[src/rtl/fec_sync_pkg.sv]
package fec_sync_pkg;

    localparam int PAR_W = 32;
    localparam logic [PAR_W-1:0] GEN_POLY = 32'h00A0_0805;

    localparam int PN_W   = 58;
    localparam int PN_TAP = 38;
    localparam logic [PN_W-1:0] PN_SEED = '1;

    typedef enum logic [1:0] {
        ST_RESET  = 2'd0,
        ST_TEST   = 2'd1,
        ST_SLIP   = 2'd2,
        ST_LOCKED = 2'd3
    } sync_state_e;

    typedef struct packed {
        logic done;
        logic ok;
        logic start;
    } blk_status_t;

    function automatic logic [PN_W-1:0] pn_advance(input logic [PN_W-1:0] s);
        return {s[PN_W-2:0], s[PN_W-1] ^ s[PN_TAP]};
    endfunction

    function automatic logic [PAR_W-1:0] div_shift(input logic [PAR_W-1:0] r, input logic b);
        logic [PAR_W-1:0] t;
        t = {r[PAR_W-2:0], b};
        if (r[PAR_W-1]) t = t ^ GEN_POLY;
        return t;
    endfunction

endpackage

[src/rtl/fec_pn_descrambler.sv]
module fec_pn_descrambler
    import fec_sync_pkg::*;
(
    input  logic clk,
    input  logic rst,
    input  logic take,
    input  logic first,
    input  logic line_bit,
    output logic plain_bit
);
    logic [PN_W-1:0] pn_q;
    logic [PN_W-1:0] pn_cur;

    // reseed at every candidate start
    assign pn_cur    = first ? PN_SEED : pn_q;
    assign plain_bit = line_bit ^ pn_cur[PN_W-1];

    always_ff @(posedge clk) begin
        if (rst)       pn_q <= PN_SEED;
        else if (take) pn_q <= pn_advance(pn_cur);
    end
endmodule

[src/rtl/fec_parity_check.sv]
module fec_parity_check
    import fec_sync_pkg::*;
(
    input  logic clk,
    input  logic rst,
    input  logic take,
    input  logic first,
    input  logic plain_bit,
    output logic rem_zero
);
    logic [PAR_W-1:0] rem_q;
    logic [PAR_W-1:0] rem_nxt;

    assign rem_nxt  = div_shift(first ? '0 : rem_q, plain_bit);
    assign rem_zero = (rem_nxt == '0);

    always_ff @(posedge clk) begin
        if (rst)       rem_q <= '0;
        else if (take) rem_q <= rem_nxt;
    end
endmodule

[src/rtl/fec_lock_fsm.sv]
module fec_lock_fsm
    import fec_sync_pkg::*;
#(
    parameter int GOOD_TO_LOCK  = 4,
    parameter int BAD_TO_UNLOCK = 8
) (
    input  logic clk,
    input  logic rst,
    input  logic blk_end,
    input  logic blk_good,
    output logic take,
    output logic locked
);
    localparam int GW = $clog2(GOOD_TO_LOCK + 1);
    localparam int BW = $clog2(BAD_TO_UNLOCK + 1);

    sync_state_e state_q, state_n;
    logic [GW-1:0] good_q, good_n;
    logic [BW-1:0] bad_q, bad_n;

    always_comb begin
        state_n = state_q;
        good_n  = good_q;
        bad_n   = bad_q;
        case (state_q)
            ST_RESET: begin
                state_n = ST_TEST;
                good_n  = '0;
                bad_n   = '0;
            end
            ST_TEST: begin
                if (blk_end) begin
                    if (!blk_good) begin
                        good_n  = '0;
                        state_n = ST_SLIP;
                    end else if (good_q == GW'(GOOD_TO_LOCK - 1)) begin
                        good_n  = '0;
                        bad_n   = '0;
                        state_n = ST_LOCKED;
                    end else begin
                        good_n = good_q + 1'b1;
                    end
                end
            end
            ST_SLIP: state_n = ST_TEST;
            default: begin
                if (blk_end) begin
                    if (blk_good) begin
                        bad_n = '0;
                    end else if (bad_q == BW'(BAD_TO_UNLOCK - 1)) begin
                        bad_n   = '0;
                        state_n = ST_SLIP;
                    end else begin
                        bad_n = bad_q + 1'b1;
                    end
                end
            end
        endcase
    end

    always_ff @(posedge clk) begin
        if (rst) begin
            state_q <= ST_RESET;
            good_q  <= '0;
            bad_q   <= '0;
        end else begin
            state_q <= state_n;
            good_q  <= good_n;
            bad_q   <= bad_n;
        end
    end

    assign take   = (state_q == ST_TEST) || (state_q == ST_LOCKED);
    assign locked = (state_q == ST_LOCKED);
endmodule

[src/rtl/fec_block_sync.sv]
module fec_block_sync
    import fec_sync_pkg::*;
#(
    parameter int BLK_BITS      = 2112,
    parameter int GOOD_TO_LOCK  = 4,
    parameter int BAD_TO_UNLOCK = 8
) (
    input  logic clk,
    input  logic rst,
    input  logic rx_bit,
    output logic blk_lock,
    output logic blk_start,
    output logic blk_done,
    output logic blk_ok
);
    localparam int CW = $clog2(BLK_BITS);

    logic [CW-1:0] pos_q;
    logic take, first, last, plain, rem_zero;
    blk_status_t stat_q;

    assign first = take && (pos_q == '0);
    assign last  = take && (pos_q == CW'(BLK_BITS - 1));

    // counter idles to zero outside TEST/LOCKED: that is the slip
    always_ff @(posedge clk) begin
        if (rst || !take) pos_q <= '0;
        else              pos_q <= last ? '0 : pos_q + 1'b1;
    end

    fec_pn_descrambler u_pn (
        .clk(clk), .rst(rst), .take(take), .first(first),
        .line_bit(rx_bit), .plain_bit(plain)
    );

    fec_parity_check u_par (
        .clk(clk), .rst(rst), .take(take), .first(first),
        .plain_bit(plain), .rem_zero(rem_zero)
    );

    fec_lock_fsm #(
        .GOOD_TO_LOCK(GOOD_TO_LOCK), .BAD_TO_UNLOCK(BAD_TO_UNLOCK)
    ) u_fsm (
        .clk(clk), .rst(rst), .blk_end(last), .blk_good(rem_zero),
        .take(take), .locked(blk_lock)
    );

    always_ff @(posedge clk) begin
        if (rst) begin
            stat_q <= '0;
        end else begin
            stat_q.start <= first;
            stat_q.done  <= last;
            stat_q.ok    <= last && rem_zero;
        end
    end

    assign blk_start = stat_q.start;
    assign blk_done  = stat_q.done;
    assign blk_ok    = stat_q.ok;
endmodule

[config.mk]
export PLATFORM = sky130hd
export DESIGN_NAME = fec_block_sync
export DESIGN_NICKNAME = d
export VERILOG_FILES = /design/src/rtl/fec_sync_pkg.sv /design/src/rtl/fec_pn_descrambler.sv /design/src/rtl/fec_parity_check.sv /design/src/rtl/fec_lock_fsm.sv /design/src/rtl/fec_block_sync.sv
export SDC_FILE = /design/constraint.sdc
export NUM_CORES = 1
export LEC_CHECK = 0
export BUFFER_PORTS_ARGS = -buffer_cell sky130_fd_sc_hd__buf_4
export CAP_MARGIN = 20
export CORE_UTILIZATION = 62
export CTS_CLUSTER_SIZE = 28
export DETAILED_ROUTE_END_ITERATION = 10
export PLACE_DENSITY = 0.79
export RECOVER_POWER = 50
export SYNTH_ARGS = -nofsm -noshare
export SYNTH_HDL_FRONTEND = slang
export SYNTH_SLANG_ARGS = --single-unit
[constraint.sdc]
create_clock -name clk -period 2.4 [get_ports clk]
set_input_delay 0.12 -clock clk [delete_from_list [all_inputs] [get_ports clk]]
set_output_delay 0.12 -clock clk [all_outputs]
set_load 0.02 [all_outputs]
==> key figures <==
Min path
  – Worst min path class: primary input to register
  – Hold path endpoint: u_par.rem_q[0]$_SDFFE_PP0P_
  – Cells on Worst Hold Path: 2
  – Hold path start: rst

Power and ir drop
  – Gate power share: 0.033
  – Switching share of power: 0.218
  – PD cells: 883 nW/µm²
  – Leak: 0.00185 µW
  – Int Pwr: 3670 µW
  – P_sw: 1020 µW
  – Clk pwr share: 0.561
  – VDD IR max: 0.000632 V
  – Sequential share of power: 0.406

Cells and area
  – Final Net Count: 524
  – # fillers: 534
  – Area Overhead vs Synth: 14.6%
  – Ratio of cells with drive above 1 in the final layout: 0.0868
  – Post-Layout Inst Area: 5310 µm²
  – Antenna Cells: 0

Synth
  – Post-Synthesis Cells: 525
  – Top post-synthesis cells by area: dfxtp_1, nand2b_1, or3_1
  – Mapped Area: 4640 µm²
  – Top-count cell post-synth: dfxtp_1
  – Top FF cell, synth: dfxtp_1
  – Post-synth top area cell: dfxtp_1
  – Synth warnings: 0
  – Unique masters post-synth: 44
  – Post-synth EDFFs: 0
  – Seq/Total Area, Yosys: 0.492
  – Yosys top cell area share: 0.492
  – Net count after synthesis: 532
  – Async SR Flop Fraction: 0
  – Commonest cells in the netlist: dfxtp_1, nand2b_1, o21ai_0
  – Synth Area per Inst: 8.83 µm²
  – #FFs+latches synth: 114

Floorplanning
  – Io pins: 7
  – Core ar.: 7250 µm²
  – Die width: 88.5 µm
  – Die ar.: 7830 µm²
  – Die height: 88.5 µm
  – Row Count: 31
  – Initial Util: 0.639

Placed design
  – Dpl cell area: 4700 µm²
  – RePlAce Congestion: 0.800
  – IO Port Bufs: 6
  – HPWL Detailed: 4820 µm

Clocking
  – Clock-pin slew on the worst setup and hold paths: 60 ps
  – Later-pin clock latency in the skew report: 510 ps
  – Num CTS Buffers: 17
  – Clock Tree Buf Depth: 2
  – Clock root cell: clkbuf_8
  – Clock sinks: 114
  – Post-CTS Setup Inserts: 0
  – Clock tree from TritonCTS: done
  – H-tree depth: 4

Job
  – MaxCap Viol Count: 0

Worst setup path
  – Depth of the worst register-to-register path: 9
  – Critical path's slowest cell: dfxtp_1
  – Worst r2r src: pos_q[0]$_SDFF_PP0_
  – WP data required: 2830 ps
  – CP bufs+invs: 2
  – Critical Path End Type: register
  – Worst stage delay on the critical path: 400 ps
  – Critical-path maximum fanout: 10
  – Crit-path cells: inv_1 > ha_1 > and4bb_1 > and4_1 > and2_0 > a211oi_1 > buf_4 > nand2_2 > o31ai_2
  – Reg-to-Reg End: u_fsm.bad_q[0]$_SDFFE_PP0P_
  – Critical Path Source: pos_q[0]$_SDFF_PP0_
  – Critical path class: register to register
  – Crit path max-delay family: simple AND/OR/NAND/NOR gates
  – Crit path DAT: 2610 ps
  – R2R Setup Slk: 220 ps
  – CP Launch Type: register

STA
  – Fmax: 459 MHz
  – Max Slew Vio Count: 0
  – Relative slew slack: 0.406
  – Final Skew: 8.45 ps
  – Final setup TNS: 0 ps
  – Final setup viols: 0
  – Hold Violations, Final: 0
  – Fin crit share: 0.908
  – Crit path time final: 2180 ps
  – RSZ-0062 raised after global routing: false
  – Worst-Margin Slew: 887 ps

Drt
  – Drt total wl: 8770 µm
  – Post-route ant nets: 0
  – Routed WL per cell: 13.9 µm
  – DRT met1 WL: 4130 µm
  – Drc violations: 0
  – Vias/cell: 5.72
  – Metal3 WL: 270 µm
  – Initial drt markers: 214
  – Drt first pass iters: 5
  – Routed via count: 3,597
  – Top sig layer: met4
  – Met2 wire length: 4210 µm

Global route
  – First-pass GRT wire length: 14,600 µm
  – Initial antenna violation count: 0
  – Vias in the first global route: 3,304
  – Total track usage: 0.242
  – Gr ovfl total: 0
  – Largest net degree at the start of global routing: 85

Outcome
  – Status: complete, no violations
-- stage by stage --
step	hold WS [ps]	setup slack [ps]	std cells	total power (µW)	utilization
2_1_floorplan	332	479	525	2070	-
3_3_place_gp	444	471	596	2100	0.648
3_5_place_dp	457	340	596	2100	0.648
4_1_cts	136	287	629	4730	0.736
5_1_grt	175	78.0	629	4830	0.732
6_report	148	220	629	4690	0.732
-- power by group through the flow --
stage	sequential, µW	combinational [µW]	clock [µW]
after floorplan	1950	119	0
after global placement	1950	150	0
after detailed placement	1950	153	0
after CTS	1910	156	2670
after global routing	1910	168	2760
final	1910	153	2630
-- area by class of cell --
| type | count | area, µm² | area share |
|---|---|---|---|
| multi-input combinational | 360 | 2140 | 0.402 |
| timing repair buffer | 13 | 93.8 | 0.0177 |
| inverter | 11 | 41.3 | 0.00777 |
| clock buffer | 18 | 428 | 0.0805 |
| sequential | 114 | 2280 | 0.430 |
| tap | 99 | 124 | 0.0233 |
| clock inverter | 14 | 204 | 0.0384 |
-- sequential cells by signal, summed over array words and instances (netlist names) --
signal and cells:
u_fsm.good_q 3, u_pn.pn_q 58, blk_start 1, pos_q 12, blk_done 1, u_par.rem_q 32, u_fsm.bad_q 4, blk_ok 1
u_fsm.state_q 2
-- cell families after synthesis --
| family | after synthesis | share of synthesized area |
|---|---|---|
| AOI/OAI and AO/OA | 111 | 0.141 |
| xor gates and xnor gates | 16 | 0.0302 |
| adders and majority gates | 4 | 0.0108 |
| buffers and inverters | 51 | 0.0443 |
| DFF | 114 | 0.492 |
| muxes | 2 | 0.00459 |
| and+or+nand+nor | 227 | 0.277 |
-- metal layers --
metal  GRT usage  vias up
met5           0        -
met4       0.136        0
met3      0.0634       15
met2       0.383       47
met1       0.301     1733
li1            -     1802
-- what timing repair did --
| action | in CTS | in global routing |
|---|---|---|
| endpoints found under the hold margin | 1 | 0 |
| gates resized for setup | 0 | 0 |
| hold buffers | 1 | 0 |
-- layout by cell type (no fill, tap or decap), types with 6 or more instances in the layout --
master     synthesis  routed
dfxtp_1          114     113
nand2b_1          60      60
o21ai_0           59      59
or3_1             56      56
nor2_1            27      27
nand3_1           26      26
nand2_1           23      23
a21oi_1           20      20
a22o_1            16      16
clkbuf_16          0      16
inv_1             11      10
xor2_1             9       9
nor4_1             9       9
xnor2_1            7       7
buf_4              1       6
-- worst max path at each step --
stage               cells past startpoint                            to  slack [ps]
detailed placement                      8  u_fsm.good_q[0]$_SDFFE_PP0P_         340
global placement                        8    u_pn.pn_q[48]$_SDFFE_PP1P_         470
floorplan                              10   u_fsm.bad_q[0]$_SDFFE_PP0P_         480
finish                                  9   u_fsm.bad_q[0]$_SDFFE_PP0P_         220
global route                            9   u_fsm.bad_q[0]$_SDFFE_PP0P_          80
CTS                                     8    u_pn.pn_q[42]$_SDFFE_PP1P_         290
-- worst register-to-register path: cells and delay by family, from the launching register on --
kind / cells / cell delay [ps]
AO/OA/AOI/OAI: 2 / 480
adder cells (fa/ha/maj): 1 / 190
buffers and inverters: 2 / 300
flip-flops: 1 / 400
AND/OR/NAND/NOR: 4 / 730
Power figures use the tool's default switching activity.
